$ cat src/rtl/cs_xbar_pkg.sv
package cs_xbar_pkg;
  // Width of a port index; at least one bit.
  function automatic int unsigned idx_w(input int unsigned n);
    return (n < 2) ? 1 : $clog2(n);
  endfunction
endpackage

$ cat src/rtl/cs_xbar_arbiter.sv
module cs_xbar_arbiter #(
  parameter int NPORTS = 4,
  parameter int AW     = 2
) (
  input  logic [NPORTS-1:0]         req,
  input  logic [NPORTS-1:0][AW-1:0] req_dst,
  input  logic [NPORTS-1:0]         dst_busy,
  output logic [NPORTS-1:0]         grant,
  output logic [NPORTS-1:0]         refuse
);
  // Per destination, the lowest requesting index wins; self-addressed and
  // busy destinations win nothing.
  always_comb begin
    grant = '0;
    for (int j = 0; j < NPORTS; j++) begin
      logic taken;
      taken = 1'b0;
      for (int i = 0; i < NPORTS; i++) begin
        if (!taken && !dst_busy[j] && req[i] && (i != j) &&
            (req_dst[i] == AW'(j))) begin
          grant[i] = 1'b1;
          taken    = 1'b1;
        end
      end
    end
  end

  assign refuse = req & ~grant;
endmodule

$ cat src/rtl/cs_xbar_cfg_file.sv
module cs_xbar_cfg_file #(
  parameter int NPORTS = 4,
  parameter int AW     = 2
) (
  input  logic                      clk,
  input  logic                      rst,
  input  logic [NPORTS-1:0]         grant,
  input  logic [NPORTS-1:0][AW-1:0] req_dst,
  input  logic [NPORTS-1:0]         lnk_en_n,
  input  logic [NPORTS-1:0]         addr_vld,
  output logic [NPORTS-1:0]         conn_vld,
  output logic [NPORTS-1:0][AW-1:0] conn_dst
);
  // One entry per source port, indexed by source.
  always_ff @(posedge clk) begin
    if (rst) begin
      conn_vld <= '0;
      conn_dst <= '0;
    end else begin
      for (int i = 0; i < NPORTS; i++) begin
        if (lnk_en_n[i]) begin
          conn_vld[i] <= 1'b0;
          conn_dst[i] <= '0;
        end else if (grant[i]) begin
          conn_vld[i] <= 1'b1;
          conn_dst[i] <= req_dst[i];
        end
      end
    end
  end

  for (genvar a = 0; a < NPORTS; a++) begin : g_chk
    AST_CAPTURE_ON_ADDR: assert property (@(posedge clk) disable iff (rst)
      $rose(conn_vld[a]) |-> $past(addr_vld[a] && !lnk_en_n[a]));
    AST_TEARDOWN: assert property (@(posedge clk) disable iff (rst)
      (conn_vld[a] && lnk_en_n[a]) |=> !conn_vld[a]);
    AST_NO_SELF_ENTRY: assert property (@(posedge clk) disable iff (rst)
      conn_vld[a] |-> (conn_dst[a] != AW'(a)));
    for (genvar b = a + 1; b < NPORTS; b++) begin : g_pair
      AST_DISTINCT_DST: assert property (@(posedge clk) disable iff (rst)
        (conn_vld[a] && conn_vld[b]) |-> (conn_dst[a] != conn_dst[b]));
    end
  end
endmodule

$ cat src/rtl/cs_xbar_route.sv
module cs_xbar_route #(
  parameter int NPORTS = 4,
  parameter int AW     = 2
) (
  input  logic                      clk,
  input  logic                      rst,
  input  logic [NPORTS-1:0]         conn_vld,
  input  logic [NPORTS-1:0][AW-1:0] conn_dst,
  input  logic [NPORTS-1:0]         ser_d_in,
  input  logic [NPORTS-1:0]         ser_s_in,
  output logic [NPORTS-1:0]         ser_d_out,
  output logic [NPORTS-1:0]         ser_s_out
);
  logic [NPORTS-1:0]         hit;
  logic [NPORTS-1:0][AW-1:0] src;

  // Partner of each output: the source feeding a destination, or the
  // destination feeding back to its source.
  always_comb begin
    hit = '0;
    src = '0;
    for (int j = 0; j < NPORTS; j++) begin
      for (int i = 0; i < NPORTS; i++) begin
        if (conn_vld[i] && (conn_dst[i] == AW'(j))) begin
          hit[j] = 1'b1;
          src[j] = AW'(i);
        end
      end
      if (conn_vld[j]) begin
        hit[j] = 1'b1;
        src[j] = conn_dst[j];
      end
    end
  end

  always_ff @(posedge clk) begin
    if (rst) begin
      ser_d_out <= '0;
      ser_s_out <= '0;
    end else begin
      for (int j = 0; j < NPORTS; j++) begin
        ser_d_out[j] <= hit[j] ? ser_d_in[src[j]] : 1'b0;
        ser_s_out[j] <= hit[j] ? ser_s_in[src[j]] : 1'b0;
      end
    end
  end

  for (genvar j = 0; j < NPORTS; j++) begin : g_chk
    AST_IDLE_LOW: assert property (@(posedge clk) disable iff (rst)
      !$past(hit[j]) |-> (!ser_d_out[j] && !ser_s_out[j]));
  end
endmodule

$ cat src/rtl/cs_crossbar.sv
module cs_crossbar #(
  parameter  int NPORTS = 4,
  localparam int AW     = cs_xbar_pkg::idx_w(NPORTS)
) (
  input  logic                 clk,
  input  logic                 rst,
  input  logic [NPORTS-1:0]    lnk_en_n,
  input  logic [NPORTS-1:0]    addr_vld,
  input  logic [NPORTS*AW-1:0] addr_in,
  input  logic [NPORTS-1:0]    ser_d_in,
  input  logic [NPORTS-1:0]    ser_s_in,
  output logic [NPORTS-1:0]    port_on,
  output logic [NPORTS-1:0]    req_nak,
  output logic [NPORTS-1:0]    ser_d_out,
  output logic [NPORTS-1:0]    ser_s_out
);
  logic [NPORTS-1:0][AW-1:0] req_dst;
  logic [NPORTS-1:0][AW-1:0] conn_dst;
  logic [NPORTS-1:0]         conn_vld, is_dst, pending, req, dst_busy;
  logic [NPORTS-1:0]         grant, refuse;

  for (genvar i = 0; i < NPORTS; i++) begin : g_addr
    assign req_dst[i] = addr_in[i*AW +: AW];
  end

  always_comb begin
    is_dst = '0;
    for (int i = 0; i < NPORTS; i++) begin
      for (int j = 0; j < NPORTS; j++) begin
        if (conn_vld[i] && (conn_dst[i] == AW'(j))) is_dst[j] = 1'b1;
      end
    end
  end

  assign pending  = ~lnk_en_n & ~conn_vld & ~is_dst;
  assign req      = addr_vld & pending;
  assign dst_busy = is_dst | conn_vld | ~lnk_en_n;

  cs_xbar_arbiter #(.NPORTS(NPORTS), .AW(AW)) u_arb (
    .req(req), .req_dst(req_dst), .dst_busy(dst_busy),
    .grant(grant), .refuse(refuse)
  );

  cs_xbar_cfg_file #(.NPORTS(NPORTS), .AW(AW)) u_cfg (
    .clk(clk), .rst(rst), .grant(grant), .req_dst(req_dst),
    .lnk_en_n(lnk_en_n), .addr_vld(addr_vld),
    .conn_vld(conn_vld), .conn_dst(conn_dst)
  );

  cs_xbar_route #(.NPORTS(NPORTS), .AW(AW)) u_route (
    .clk(clk), .rst(rst), .conn_vld(conn_vld), .conn_dst(conn_dst),
    .ser_d_in(ser_d_in), .ser_s_in(ser_s_in),
    .ser_d_out(ser_d_out), .ser_s_out(ser_s_out)
  );

  always_ff @(posedge clk) begin
    if (rst) begin
      port_on <= '0;
      req_nak <= '0;
    end else begin
      port_on <= is_dst;
      req_nak <= refuse;
    end
  end

  AST_PAIR_LIMIT: assert property (@(posedge clk) disable iff (rst)
    $countones(conn_vld) <= NPORTS / 2);
  AST_ON_NOT_SOURCE: assert property (@(posedge clk) disable iff (rst)
    (port_on & $past(conn_vld)) == '0);
  AST_NAK_NEEDS_REQ: assert property (@(posedge clk) disable iff (rst)
    (req_nak & ~$past(addr_vld)) == '0);
endmodule

$ cat config.mk
export PLATFORM = sky130hd
export DESIGN_NAME = cs_crossbar
export DESIGN_NICKNAME = d
export VERILOG_FILES = /design/src/rtl/cs_xbar_pkg.sv /design/src/rtl/cs_xbar_arbiter.sv /design/src/rtl/cs_xbar_cfg_file.sv /design/src/rtl/cs_xbar_route.sv /design/src/rtl/cs_crossbar.sv
export SDC_FILE = /design/constraint.sdc
export NUM_CORES = 1
export LEC_CHECK = 0
export ABC_AREA = 1
export BUFFER_PORTS_ARGS = -buffer_cell sky130_fd_sc_hd__buf_2
export CAP_MARGIN = 20
export CORE_AREA = 3 3 49 85
export DETAILED_ROUTE_END_ITERATION = 6
export DIE_AREA = 0 0 52 88
export PLACE_DENSITY = 0.82
export SETUP_SLACK_MARGIN = 0.4
export SYNTH_ARGS = -nofsm -noshare
export SYNTH_HDL_FRONTEND = slang
export SYNTH_HIERARCHICAL = 1
export SYNTH_SLANG_ARGS = --single-unit
$ cat constraint.sdc
create_clock -name clk -period 2.5 [get_ports clk]
set_input_delay 0.25 -clock clk [delete_from_list [all_inputs] [get_ports clk]]
set_output_delay 0.25 -clock clk [all_outputs]
set_load 0.005 [all_outputs]
==> impl_metrics.tcl, run 1 <==
set metrics [dict create \
    post-cts-setup-buffer-count 0 \
    p_per_area_nw_per_um2 439 \
    overflow 0 \
    setup_tns_ps 0 \
    grt_pass1_wl_mm 7.96 \
    worst_slack_ps 648 \
    dpl_worst_slack_ps 453 \
    arrival_ps 2070 \
    holdCritStartpoint "lnk_en_n[1]" \
    met1_usage 0.219 \
    routed_wl_mm 5.03 \
    finalHoldViolCount 0 \
    drc 0 \
    grt_util_met3 0.0239 \
    ant_nets 0 \
    final_common_cell "nand2_1" \
    clk-insertion-delay-late_ps 280 \
    register_area_um2 581 \
    coreArea_um2 3590 \
    setup_viol 0 \
    diodes 0 \
    syn_area_per_cell_um2 5.82 \
    outcome "complete, no violations" \
    timing.hold.ws_ps 248 \
    nNetsFinal 399 \
    start_util 0.532 \
    peakVddDrop_mv 0.335 \
    io_pins 42 \
    rows 29 \
    area_growth_pct 18.9 \
    reg2reg_from "u_cfg/conn_dst[2]" \
    num-fill-cells 349 \
    ys.warnings.count 6 \
    drtIter0Drc 86 \
    syn_nets 354 \
    period_share 0.741 \
    synth_area_um2 1910 \
    drv_cap 0 \
    cp-end-kind "register" \
    first_pass_iters 5 \
    cts_max_level 1 \
    worst_pin_slew_ps 345 \
    syn_inst 328 \
    wl_per_cell_um 12.0 \
    clockRootBuffer "clkbuf_8" \
    track_usage 0.228 \
    skew_ps 6.50 \
    yosysSeqAreaShare 0.293 \
    critPathKind "register to register" \
    cp.required_ps 2720 \
    timing.critical_path.from "u_cfg/conn_dst[2]" \
    vias 2158 \
    clkSlewWorstSetupHoldPaths_ps 100 \
    cts_sinks 28 \
    synth_cell_type_count 23 \
    cts_inserted_buffers 3 \
    grt_max_degree 17 \
    clock.fmax_mhz 540 \
    layout_common_cells "nand2_1, inv_1, nand3_1" \
    dp_hpwl_mm 3.89 \
    clock_path_buffers 2 \
    portBuffers 41 \
    grt_use_met2 0.416 \
    dieArea_um2 4580 \
    min_path_type "input pin to register" \
    cts_tree "yes" \
    timing.final.crit_period_ps 1850 \
    multi_input_area_um2 1100 \
    grt.busiest_layer "met2" \
    slew_headroom 0.768 \
    crit_fanout 8 \
    worstSetupStartpointType "register" \
    antenna_found_initial 0 \
    rsz0062_at_grt "no" \
    die_w_um 52 \
    routabilityCongestion 0.882 \
    drive_gt1_frac 0.234 \
    ys_ff_latch 28 \
    final-max-slew-violation-count 0 \
    first_global_vias 1994 \
    r2r_slack_ps 650 \
    total_leakage_power_uw 0.00121 \
    die_h_um 88 \
    via_per_inst 5.16 \
]
power by group:
group	switching [µW]	leakage [µW]	internal (µW)
logic	104	0.000943	61.6
registers	11.0	0.000233	455
clock network	151	0.0000357	215
total	266	0.00121	731
final timing paths:
check	end	cells after the start
setup / recovery	req_nak[2]	16
hold / removal	u_cfg/conn_dst[3]	4
setup reg to reg	req_nak[2]	16
hold reg to reg	u_cfg/conn_dst[5]	2
area by class of cell:
type                    count  share of cell area
clock buffers               3              0.0182
clock inverters             1              0.0132
inverters                  69               0.114
multi-input cells         230               0.483
flip-flops and latches     28               0.256
well taps                  46              0.0253
repair buffers             41              0.0904
critical path, cell delays in order (launching register included):
cell and delay (ps):
dfxtp_4 420, inv_1 60, nand3_1 80, nand2_1 60, nor2_2 140, nand2_1 90, nor2_2 140, nand2_1 80
inv_2 70, nand3_2 70, nand2_2 70, inv_2 40, nand2_2 50, nand3_2 130, nor2_2 160, inv_1 50
nor2_1 80
timing repair:
action                     4_1_cts  5_1_grt
setup endpoints to repair        0       15
gates resized for setup          0       17
hold buffers                     0        0
kinds of logic after synthesis:
group                  count (synthesis)  synth area share
and+or+nand+nor                      200             0.477
buffers and inverters                 70             0.138
AOI/OAI and AO/OA                     30            0.0917
DFF                                   28             0.293
metrics by stage:
stage                     total power, µW  cell area (µm²)  utilization  cells
after floorplan                       580             1910            -    328
after global placement                635             2170        0.604    414
after detailed placement              638             2170        0.604    414
after CTS                             997             2240        0.624    418
after global routing                 1040             2270        0.632    418
final                                 997             2270        0.632    418
per-layer routing:
layer	wire (µm)	vias up
li1	-	1111
met1	1810	944
met2	2710	79
met3	213	24
met4	295	0
met5	0	-
sequential cells by signal, indices dropped and copies added, names as in the netlist:
name and count:
u_cfg/conn_vld 4, req_nak 4, u_cfg/conn_dst 8, u_route/ser_s_out 4, u_route/ser_d_out 4, port_on 4
cells in the mapped netlist:
master    number  area, µm²
nand3_2        4       40.0
a21oi_1       10       50.1
nand2_1       72        270
o21a_1         4       30.0
nand2_4        1       11.3
dfxtp_1       28        561
nand4_1        1       6.26
inv_1         63        236
nand3b_1       2       15.0
nor2_2         5       31.3
inv_2          6       22.5
o211ai_1       2       15.0
nor3_4         1       16.3
nor3_1         1       5.00
o21ai_1        5       25.0
nor2_1        48        180
nand3_1       56        280
nand2_2        9       56.3
o21ai_0        4       20.0
o22ai_1        3       18.8
clkbuf_1       1       3.75
o31ai_1        1       7.51
o21ai_2        1       8.76
Power figures use the tool's default switching activity.
==> run 2: changes to the inputs <==
clock period = 1.71 ns   (was 2.5 ns; I/O delays follow)
==> run 2 against run 1 <==
Compared with the run above:
- the flow now finishes with violations (negative setup slack)
- sequential cell count stayed put
- combinational power is 120% higher
- final cell count is 8.6% higher
- highest routed layer unchanged
- register-to-register slack worse by 690 ps
- first-iteration DRC count is 51% higher
- largest cell class unchanged
- sequential share of layout area is 5.0 points lower
- largest power group unchanged
- final area is 28% higher
- critical endpoint is now u_cfg/conn_vld[2]
- worst setup slack worse by 690 ps
- clock-buffer cell count stayed put
==> impl_metrics.tcl, run 2 (same netlist as run 1, synthesis figures left out) <==
set metrics [dict create \
    io_pins 42 \
    outcome "complete, but fails checks" \
    r2r_cells 14 \
    regMostFlops "u_cfg/conn_dst" \
    p_per_area_nw_per_um2 482 \
    clockRootBuffer "clkbuf_8" \
    min_path_type "input pin to register" \
    track_usage 0.265 \
    dieArea_um2 4580 \
    regToRegEndpoint "u_cfg/conn_vld[2]" \
    die_w_um 52 \
    layout_common_cells "inv_1, nand2_1, buf_2" \
    dp_hpwl_mm 4.19 \
    critPathKind "register to register" \
    skew_ps 4.32 \
    nNetsFinal 436 \
    drc 0 \
    cts_inserted_buffers 3 \
    p_seq_frac 0.477 \
    power.switching_uw 437 \
    clkSlewWorstSetupHoldPaths_ps 90 \
    largest_reg_flops 8 \
    total_leakage_power_uw 0.00145 \
    fin_util 0.809 \
    clk-insertion-delay-late_ps 280 \
    final_cell_count_no_fill 454 \
    vias 2471 \
    reg2reg_from "u_cfg/conn_dst[1]" \
    cts_hold_buf 0 \
    crit_fanout 6 \
    peakVddDrop_mv 0.508 \
    arrival_ps 1930 \
    cp.required_ps 1890 \
    die_h_um 88 \
    num-fill-cells 250 \
    final_common_cell "inv_1" \
    worstSetupStartpointType "register" \
    clock.fmax_mhz 572 \
    start_util 0.532 \
    rows 29 \
    wl_per_cell_um 14.5 \
    cp-end-kind "register" \
    via_per_inst 5.44 \
    drv_cap 0 \
    slew_headroom 0.776 \
    worst_slack_ps -37.7 \
    grt_pass1_wl_mm 9.05 \
    grt_max_degree 15 \
    combPwrFrac 0.261 \
    drtIter0Drc 130 \
    ant_nets 0 \
    routabilityCongestion 0.909 \
    worst_pin_slew_ps 333 \
    timing.final.crit_period_ps 1750 \
    clkPwrFrac 0.262 \
    first_global_vias 2219 \
    first_pass_iters 4 \
    period_share 1.02 \
    overflow 0 \
    diodes 0 \
    rsz0062_at_grt "yes" \
    routed_wl_mm 6.59 \
    register_area_um2 598 \
    violations "negative setup slack" \
    final-max-slew-violation-count 0 \
    setup_viol 7 \
    cts_max_level 1 \
    dp.cells 434 \
    coreArea_um2 3590 \
    antenna_found_initial 0 \
    clock_path_buffers 2 \
    portBuffers 41 \
    cts_tree "yes" \
    cts_sinks 28 \
    r2r_slack_ps -40 \
    power.share.switching 0.312 \
    setup_tns_ps -128 \
    drive_gt1_frac 0.483 \
    min_to "u_cfg/conn_dst[0]" \
    min_path_cells 4 \
    internal_power_uw 963 \
    multi_input_area_um2 1430 \
    area_growth_pct 52.1 \
    finalHoldViolCount 0 \
    holdCritStartpoint "lnk_en_n[0]" \
]
-- run 2: what timing repair did --
item                       in CTS  in global routing
setup endpoints to repair      20                 24
pin swaps                      34                 38
setup buffers                  14                  3
gates resized for setup        33                 60
-- run 2: metrics by stage --
step	setup WS (ps)	power (µW)	area [µm²]	hold WS [ps]
finish	-37.7	1400	2910	172
CTS	5.81	1340	2680	178
global placement	-22.0	952	2410	456
floorplan	122	853	2000	329
global route	-187	1460	2910	191
detailed placement	-46.4	958	2410	462
-- run 2: power groups by stage --
stage | clock [µW] | combinational [µW] | sequential, µW
3_3_place_gp | 0 | 269 | 683
6_report | 367 | 366 | 667
3_5_place_dp | 0 | 274 | 684
5_1_grt | 397 | 399 | 669
4_1_cts | 363 | 311 | 667
2_1_floorplan | 0 | 164 | 689
-- run 2: worst max-delay path by stage --
stage,end,cells past startpoint,from
global route,u_cfg/conn_dst[7],14,u_cfg/conn_dst[4]
finish,u_cfg/conn_vld[2],14,u_cfg/conn_dst[1]
CTS,u_cfg/conn_vld[2],14,u_cfg/conn_dst[1]
global placement,u_cfg/conn_vld[2],14,u_cfg/conn_dst[4]
floorplan,u_cfg/conn_vld[1],14,u_cfg/conn_dst[7]
detailed placement,u_cfg/conn_vld[2],14,u_cfg/conn_dst[1]
-- run 2: area by class of cell --
class / instances / area share
timing repair buffer: 78 / 0.174
inverter: 69 / 0.0947
clock buffer: 3 / 0.0142
sequential: 28 / 0.206
tap: 46 / 0.0198
multi-input combinational: 230 / 0.491
-- run 2: critical path, stage by stage (launching register included) --
cell and delay (ps):
dfxtp_4 390, nor2_2 40, nand2_1 90, nand2_2 70, nor2_4 130, nand2_2 80, nor2_4 140, nand2_2 70
inv_2 70, nand3_2 70, nand2_2 70, inv_2 50, nand2_2 70, nand3_4 110, o21a_1 200
-- run 2: layer usage --
layer,vias to the layer above,routed length [µm],global-route usage
li1,1186,-,-
met1,1118,2080,0.227
met2,119,3570,0.514
met3,48,344,0.0341
met4,0,597,0.210
met5,-,0,0
